--- src/rtl/pmp_guard_pkg.sv ---
package pmp_guard_pkg;

    typedef enum logic [1:0] {
        AM_OFF   = 2'b00,
        AM_TOR   = 2'b01,
        AM_NA4   = 2'b10,
        AM_NAPOT = 2'b11
    } amode_e;

    typedef enum logic [1:0] {
        ACC_READ  = 2'b00,
        ACC_WRITE = 2'b01,
        ACC_EXEC  = 2'b10,
        ACC_RSVD  = 2'b11
    } acc_e;

    localparam int CFG_R    = 0;
    localparam int CFG_W    = 1;
    localparam int CFG_X    = 2;
    localparam int CFG_AMLO = 3;
    localparam int CFG_LOCK = 7;

endpackage

--- src/rtl/pmp_region_match.sv ---
module pmp_region_match
    import pmp_guard_pkg::*;
#(
    parameter int WW = 30
) (
    input  logic [7:0]    cfg_i,
    input  logic [WW-1:0] base_i,
    input  logic [WW-1:0] top_i,
    input  logic [WW-1:0] word_i,
    output logic          en_o,
    output logic          hit_o
);

    amode_e        mode;
    logic [WW-1:0] napot_mask;

    always_comb begin
        mode       = amode_e'(cfg_i[CFG_AMLO +: 2]);
        // ones up to and including the lowest zero of the register
        napot_mask = top_i ^ (top_i + WW'(1));
        en_o       = (mode == AM_TOR) || (mode == AM_NAPOT);
        unique case (mode)
            AM_TOR:   hit_o = (word_i >= base_i) && (word_i < top_i);
            AM_NAPOT: hit_o = ((word_i | napot_mask) == (top_i | napot_mask));
            default:  hit_o = 1'b0;
        endcase
    end

endmodule

--- src/rtl/pmp_rule_decide.sv ---
module pmp_rule_decide
    import pmp_guard_pkg::*;
#(
    parameter int NREG = 8
) (
    input  logic [NREG-1:0]   hit_i,
    input  logic [NREG-1:0]   en_i,
    input  logic [NREG*8-1:0] cfg_i,
    input  logic              priv_m_i,
    input  logic [1:0]        acc_i,
    input  logic              xmode_i,
    output logic              allow_o
);

    logic       found;
    logic [7:0] sel;
    logic       perm;
    logic       locked;

    always_comb begin
        found = 1'b0;
        sel   = '0;
        // walk downward so the lowest matching index wins
        for (int i = NREG - 1; i >= 0; i--) begin
            if (hit_i[i]) begin
                found = 1'b1;
                sel   = cfg_i[i*8 +: 8];
            end
        end

        unique case (acc_e'(acc_i))
            ACC_READ:  perm = sel[CFG_R];
            ACC_WRITE: perm = sel[CFG_W];
            ACC_EXEC:  perm = sel[CFG_X];
            default:   perm = 1'b0;
        endcase
        locked = sel[CFG_LOCK];

        if (en_i == '0) begin
            allow_o = 1'b1;
        end else if (!found) begin
            allow_o = priv_m_i;
        end else if (!xmode_i) begin
            allow_o = (priv_m_i && !locked) ? 1'b1 : perm;
        end else if (locked) begin
            allow_o = priv_m_i ? perm : 1'b0;
        end else begin
            allow_o = priv_m_i ? 1'b0 : perm;
        end
    end

endmodule

--- src/rtl/pmp_write_gate.sv ---
module pmp_write_gate
    import pmp_guard_pkg::*;
#(
    parameter int NREG = 8
) (
    input  logic [NREG*8-1:0] cfg_i,
    output logic [NREG-1:0]   cfg_ok_o,
    output logic [NREG-1:0]   addr_ok_o
);

    for (genvar i = 0; i < NREG; i++) begin : g_reg
        logic own_lock;
        logic upper_guard;

        assign own_lock = cfg_i[i*8 + CFG_LOCK];

        if (i < NREG - 1) begin : g_upper
            assign upper_guard = cfg_i[(i+1)*8 + CFG_LOCK] &&
                (amode_e'(cfg_i[(i+1)*8 + CFG_AMLO +: 2]) == AM_TOR);
        end else begin : g_top
            assign upper_guard = 1'b0;
        end

        assign cfg_ok_o[i]  = !own_lock;
        assign addr_ok_o[i] = !own_lock && !upper_guard;
    end

endmodule

--- src/rtl/pmp_guard.sv ---
module pmp_guard
    import pmp_guard_pkg::*;
#(
    parameter int NREG = 8,
    parameter int AW   = 32
) (
    input  logic                     clk_i,
    input  logic                     rst_ni,
    input  logic [NREG-1:0]          cfg_we_i,
    input  logic [7:0]               cfg_wdata_i,
    input  logic [NREG-1:0]          addr_we_i,
    input  logic [AW-3:0]            addr_wdata_i,
    input  logic                     sec_we_i,
    input  logic                     sec_wdata_i,
    input  logic                     req_valid_i,
    input  logic [AW-1:0]            req_addr_i,
    input  logic [1:0]               req_type_i,
    input  logic                     req_priv_i,
    output logic                     rsp_valid_o,
    output logic                     rsp_allow_o,
    output logic [NREG-1:0]          cfg_wr_ok_o,
    output logic [NREG-1:0]          addr_wr_ok_o,
    output logic [NREG*8-1:0]        cfg_rd_o,
    output logic [NREG*(AW-2)-1:0]   addr_rd_o,
    output logic                     sec_en_o
);

    localparam int WW = AW - 2;

    typedef struct packed {
        logic [NREG-1:0][7:0]    cfg;
        logic [NREG-1:0][WW-1:0] addr;
        logic                    xmode;
        logic                    rsp_valid;
        logic                    rsp_allow;
    } state_t;

    state_t state_d, state_q;

    logic [NREG*8-1:0]  cfg_flat;
    logic [NREG*WW-1:0] addr_flat;
    logic [NREG-1:0]    cfg_ok, addr_ok;
    logic [NREG-1:0]    reg_en, reg_hit;
    logic [WW-1:0]      req_word;
    logic               allow;

    assign cfg_flat  = state_q.cfg;
    assign addr_flat = state_q.addr;
    assign req_word  = req_addr_i[AW-1:2];

    pmp_write_gate #(.NREG(NREG)) u_gate (
        .cfg_i     (cfg_flat),
        .cfg_ok_o  (cfg_ok),
        .addr_ok_o (addr_ok)
    );

    for (genvar i = 0; i < NREG; i++) begin : g_match
        logic [WW-1:0] base;
        if (i == 0) begin : g_first
            assign base = '0;
        end else begin : g_rest
            assign base = addr_flat[(i-1)*WW +: WW];
        end

        pmp_region_match #(.WW(WW)) u_match (
            .cfg_i  (cfg_flat[i*8 +: 8]),
            .base_i (base),
            .top_i  (addr_flat[i*WW +: WW]),
            .word_i (req_word),
            .en_o   (reg_en[i]),
            .hit_o  (reg_hit[i])
        );
    end

    pmp_rule_decide #(.NREG(NREG)) u_decide (
        .hit_i    (reg_hit),
        .en_i     (reg_en),
        .cfg_i    (cfg_flat),
        .priv_m_i (req_priv_i),
        .acc_i    (req_type_i),
        .xmode_i  (state_q.xmode),
        .allow_o  (allow)
    );

    always_comb begin
        state_d = state_q;
        for (int i = 0; i < NREG; i++) begin
            if (cfg_we_i[i] && cfg_ok[i]) begin
                state_d.cfg[i] = cfg_wdata_i;
            end
            if (addr_we_i[i] && addr_ok[i]) begin
                state_d.addr[i] = addr_wdata_i;
            end
        end
        if (sec_we_i && sec_wdata_i) begin
            state_d.xmode = 1'b1;
        end
        state_d.rsp_valid = req_valid_i;
        state_d.rsp_allow = req_valid_i && allow;
    end

    always_ff @(posedge clk_i or negedge rst_ni) begin
        if (!rst_ni) begin
            state_q <= '0;
        end else begin
            state_q <= state_d;
        end
    end

    assign rsp_valid_o  = state_q.rsp_valid;
    assign rsp_allow_o  = state_q.rsp_allow;
    assign cfg_wr_ok_o  = cfg_ok;
    assign addr_wr_ok_o = addr_ok;
    assign cfg_rd_o     = cfg_flat;
    assign addr_rd_o    = addr_flat;
    assign sec_en_o     = state_q.xmode;

endmodule

--- config.mk ---
export PLATFORM = sky130hd
export DESIGN_NAME = pmp_guard
export DESIGN_NICKNAME = d
export VERILOG_FILES = /design/src/rtl/pmp_guard_pkg.sv /design/src/rtl/pmp_region_match.sv /design/src/rtl/pmp_rule_decide.sv /design/src/rtl/pmp_write_gate.sv /design/src/rtl/pmp_guard.sv
export SDC_FILE = /design/constraint.sdc
export NUM_CORES = 1
export LEC_CHECK = 0
export CAP_MARGIN = 20
export CORE_UTILIZATION = 35
export DETAILED_ROUTE_END_ITERATION = 16
export DONT_BUFFER_PORTS = 1
export GPL_TIMING_DRIVEN = 0
export SETUP_SLACK_MARGIN = 0.05
export SYNTH_ARGS = -nofsm -noshare
export SYNTH_HDL_FRONTEND = slang
export SYNTH_SLANG_ARGS = --single-unit
--- constraint.sdc ---
create_clock -name clk_i -period 11.8 [get_ports clk_i]
set_input_delay 1.18 -clock clk_i [delete_from_list [all_inputs] [get_ports clk_i]]
set_output_delay 1.18 -clock clk_i [all_outputs]
set_load 0.02 [all_outputs]
==> metrics.md <==
| Metric | Value |
|---|---|
| Area of placed instances | 0.02960 sq mm |
| Antenna violations before repair | 2 |
| Clock network latency to the later pin of the worst-skew pair | 0.59 ns |
| Post-synthesis share of cell area spent on full adders, half adders and majority gates | 20.93% |
| Worst-case headroom to the max-slew limit | 29.86% |
| Cell type group with the largest total delay on the critical path | simple AND/OR/NAND/NOR gates |
| Number of storage elements in the synthesis netlist | 307 |
| Seq/Total Area, Yosys | 27.18% |
| Post-route fraction of the period consumed by the critical path | 61.70% |
| Last weighted congestion value of the routability-driven placer | 0.9581 |
| Final critical delay including setup and external delays | 7.280 ns |
| Area growth from synthesis to layout | 9.427% |
| Setup TNS after final layout | 0 ns |
| Global-route congestion overflow total | 0 |
| Max Cap Viol | 0 |
| Total number of vias | 23,880 |
| Crit path kind | reg -> reg |
| Crit path launch type | register |
| Leading cell type in the layout, fill and taps excluded | sky130_fd_sc_hd__ha_1 |
| Clock buffer depth | 3 |
| Primary flip-flop cell chosen by synthesis mapping | sky130_fd_sc_hd__dfrtp_1 |
| GRT Resource Usage Total | 26.57% |
| Pwr Density | 87.19 mW/mm^2 |
| RSZ-0062 raised after global routing | no |
| Most used cells in the layout excluding fill and tap cells | 473 x sky130_fd_sc_hd__ha_1, 317 x sky130_fd_sc_hd__inv_1, 307 x sky130_fd_sc_hd__dfrtp_1, 277 x sky130_fd_sc_hd__xor2_1, 262 x sky130_fd_sc_hd__mux2_2 |
| Number of buffers added for setup after CTS | 0 |
| Antenna viol nets, final | 0 |
| Slowest cell on the critical path | sky130_fd_sc_hd__nor4_1 |
| Largest cells by area after synthesis | sky130_fd_sc_hd__dfrtp_1 27%, sky130_fd_sc_hd__ha_1 21%, sky130_fd_sc_hd__mux2_2 10%, sky130_fd_sc_hd__xor2_1 8.6%, sky130_fd_sc_hd__inv_1 4.2% |
| DRT iter0 DRCs | 2,158 |
| # IOs | 417 |
| Post-Synthesis Net Count | 3,650 |
| Clock buffer count from CTS | 39 |
| CTS tree | done |
| Initial cell density of the core | 35.55% |
| Quantity of gates resized following cts | 0 |
| Count of yosys warnings during synthesis | 0 |
| Required time of the worst setup path | 12.27 ns |
| Die area | 0.08191 sq mm |
| XOR/XNOR Fraction of Synth Area | 10.25% |
| Wire length of the first global-routing pass | 158,200 um |
| P_leak | 14.08 nW |
| Via count of the first global-routing pass | 22,030 |
| Critical path arrival | 7.75 ns |
| Clock Skew | 0.04229 ns |
| Final hold violations | 0 |
| Synthesized-area fraction occupied by and/or/nand/nor cells | 17.27% |
| Final setup vio count | 0 |
| Fraction of registers with async set or reset after synthesis | 100.0% |
| Reg clk slew, reported paths | 0.06 ns |
| Level count of the clock H-tree | 2 |
| Worst vdd rail ir drop | 68.48 uV |
| CTS hold repair buffers | 0 |
| Number of buffer and inverter stages on the critical path | 1 |
| Post-synthesis mux area share | 10.44% |
| Maximum number of pins on one net before global-route repair | 308 |
| Count of flip-flops with a built-in enable after synthesis | 0 |
| Average vias per placed instance | 5.676 |
| Unique cell type count in the Yosys netlist | 71 |
| Synth top area share | 27.18% |
| Result of the run | completed |
| Nature of the critical path endpoint | register |
| Sum of net half-perimeters after detailed placement | 91,920 um |
| Synthesized netlist cell count | 3,083 |
| Detailed Route WL | 111,200 um |
| Post-route design area | 0.03093 sq mm |
| Maximum frequency from static timing analysis | 137.4 MHz |
| Mean instance size in the synthesized netlist | 9.170 sq um |
| Combinational family with the most area after synthesis | adder cells |
| Number of remaining DRC errors | 0 |
| Summed instance area of the synthesized netlist | 0.02827 sq mm |
| Horiz. Die Dim | 286.2 um |
| Overall die height | 286.2 um |
| Wirelength per Cell | 26.43 um |
| Clock sink count | 307 |
| Total of buffers placed on input and output ports | 0 |
| Std-Cell Core Area | 0.07952 sq mm |
| Critical-path maximum fanout | 10 |
| Library cell occupying the most area in the post-synthesis netlist | sky130_fd_sc_hd__dfrtp_1 |
| Synthesized-area fraction occupied by ao, oa, aoi and oai cells | 8.812% |
| Share of post-route cells with drive strength above 1 | 11.22% |
| Placement Rows | 103 |
| Delay of the slowest cell on the worst path | 0.75 ns |
| Final Max Slew Viols | 0 |
| Number of nets in the layout | 3,696 |
| TritonRoute pass-1 iters | 6 |
| Root Buffer | sky130_fd_sc_hd__clkbuf_16 |
| Least-Margin Pin Slew | 1.052 ns |
| Class of the most critical hold timing path | in -> async |
==> cell families after synthesis <==
logic type | Yosys count
flops | 307
mux | 262
xor+xnor | 331
compound gates | 412
buf+inv | 384
simple gates | 914
fa+ha+maj | 473
==> flip-flops by register name, summed over array words and instances, names as in the netlist <==
name and cells:
rsp_allow_o 1, g_match.base 210, addr_rd_o 30, sec_en_o 1
cfg_rd_o 64, rsp_valid_o 1
==> worst reg2reg max path, stage by stage, from the launching register on <==
cell and delay, ns:
sky130_fd_sc_hd__dfrtp_1 0.60, sky130_fd_sc_hd__and4_1 0.35, sky130_fd_sc_hd__nand4_2 0.21, sky130_fd_sc_hd__nor4_4 0.29, sky130_fd_sc_hd__nand4_1 0.20, sky130_fd_sc_hd__nor2_1 0.29
sky130_fd_sc_hd__nand3_1 0.19, sky130_fd_sc_hd__nor2_1 0.22, sky130_fd_sc_hd__inv_1 0.11, sky130_fd_sc_hd__nor4_4 0.21, sky130_fd_sc_hd__nand3_1 0.15, sky130_fd_sc_hd__nor2_1 0.23
sky130_fd_sc_hd__nand3_1 0.16, sky130_fd_sc_hd__nor2_2 0.22, sky130_fd_sc_hd__nand4_1 0.13, sky130_fd_sc_hd__ha_1 0.32, sky130_fd_sc_hd__xor2_1 0.18, sky130_fd_sc_hd__o21a_1 0.23
sky130_fd_sc_hd__nor4_1 0.49, sky130_fd_sc_hd__nand4_1 0.15, sky130_fd_sc_hd__nor4_1 0.75, sky130_fd_sc_hd__o22ai_1 0.44, sky130_fd_sc_hd__nand2_1 0.15, sky130_fd_sc_hd__o22ai_1 0.10
sky130_fd_sc_hd__a2111o_1 0.41, sky130_fd_sc_hd__o211ai_1 0.10, sky130_fd_sc_hd__o22ai_1 0.10, sky130_fd_sc_hd__a21boi_1 0.17
==> worst paths after layout <==
check                                               start                    endpoint  slack [ns]  cells after the start
setup / recovery           g_match[3].base[1]$_DFFE_PN0P_       rsp_allow_o$_DFF_PN0_        4.52                     27
min in group clk_i                            req_valid_i       rsp_valid_o$_DFF_PN0_        0.65                      0
hold reg to reg                  cfg_rd_o[37]$_DFFE_PN0P_    cfg_rd_o[37]$_DFFE_PN0P_        0.67                      1
hold / removal                                     rst_ni  addr_rd_o[213]$_DFFE_PN0P_        0.30                      0
max in group asynchronous                          rst_ni    cfg_rd_o[31]$_DFFE_PN0P_       10.83                      0
setup reg to reg           g_match[3].base[1]$_DFFE_PN0P_       rsp_allow_o$_DFF_PN0_        4.52                     27
==> routing by layer <==
| layer | global-route usage (%) | wire length (um) | up-vias |
|---|---|---|---|
| met5 | 0 | 23 | - |
| met4 | 11.07 | 4868 | 4 |
| met3 | 8.442 | 11670 | 204 |
| met2 | 40.02 | 47920 | 982 |
| met1 | 34.89 | 46690 | 11530 |
| li1 | - | - | 11160 |
==> report_power, final <==
group | leakage (nW) | switching [mW] | total [mW] | internal (mW)
clock | 0.645 | 0.526 | 1.29 | 0.761
combinational | 9.35 | 0.176 | 0.291 | 0.115
sequential | 4.08 | 0.0497 | 1.12 | 1.07
==> cells in the mapped netlist (all sizes together), types with 6 or more instances <==
master / count
xor2: 277
o21ai: 195
a211oi: 21
and4b: 8
o211ai: 6
or3: 115
a31oi: 9
ha: 473
mux2: 262
a221oi: 10
nand3: 100
a21boi: 7
nor4b: 8
xnor2: 54
inv: 317
nor2b: 17
nand4: 145
clkbuf: 65
o22ai: 6
o21a: 19
nand2b: 15
nor2: 156
nand2: 186
a21oi: 82
nor4: 48
nor3: 65
and3: 18
a21o: 12
o31ai: 6
dfrtp: 307
or4: 9
and4: 10
==> layout make-up <==
class	instances	area, sq um
Fill cell	7897	48580
Clock buffer	51	1091
Buffer	67	256.5
Tap cell	1050	1314
Antenna cell	1	2.502
Timing Repair Buffer	5	28.78
Sequential cell	307	7682
Inverter	317	1190
Clock inverter	17	229.0
Multi-Input combinational cell	2392	19140
==> stage by stage <==
step	hold slack [ns]	std cells	setup WS (ns)	total power, mW	utilization, %
after floorplan	0.6085	3083	6.400	1.321	-
after global placement	0.6520	4133	4.170	1.415	37.20
after detailed placement	0.6596	4136	4.678	1.419	37.23
after CTS	0.2752	4204	4.630	2.703	38.89
after global routing	0.2818	4206	4.072	2.784	38.90
final	0.2950	4207	4.520	2.697	38.90
No activity file was read; power rests on OpenSTA's default activity.
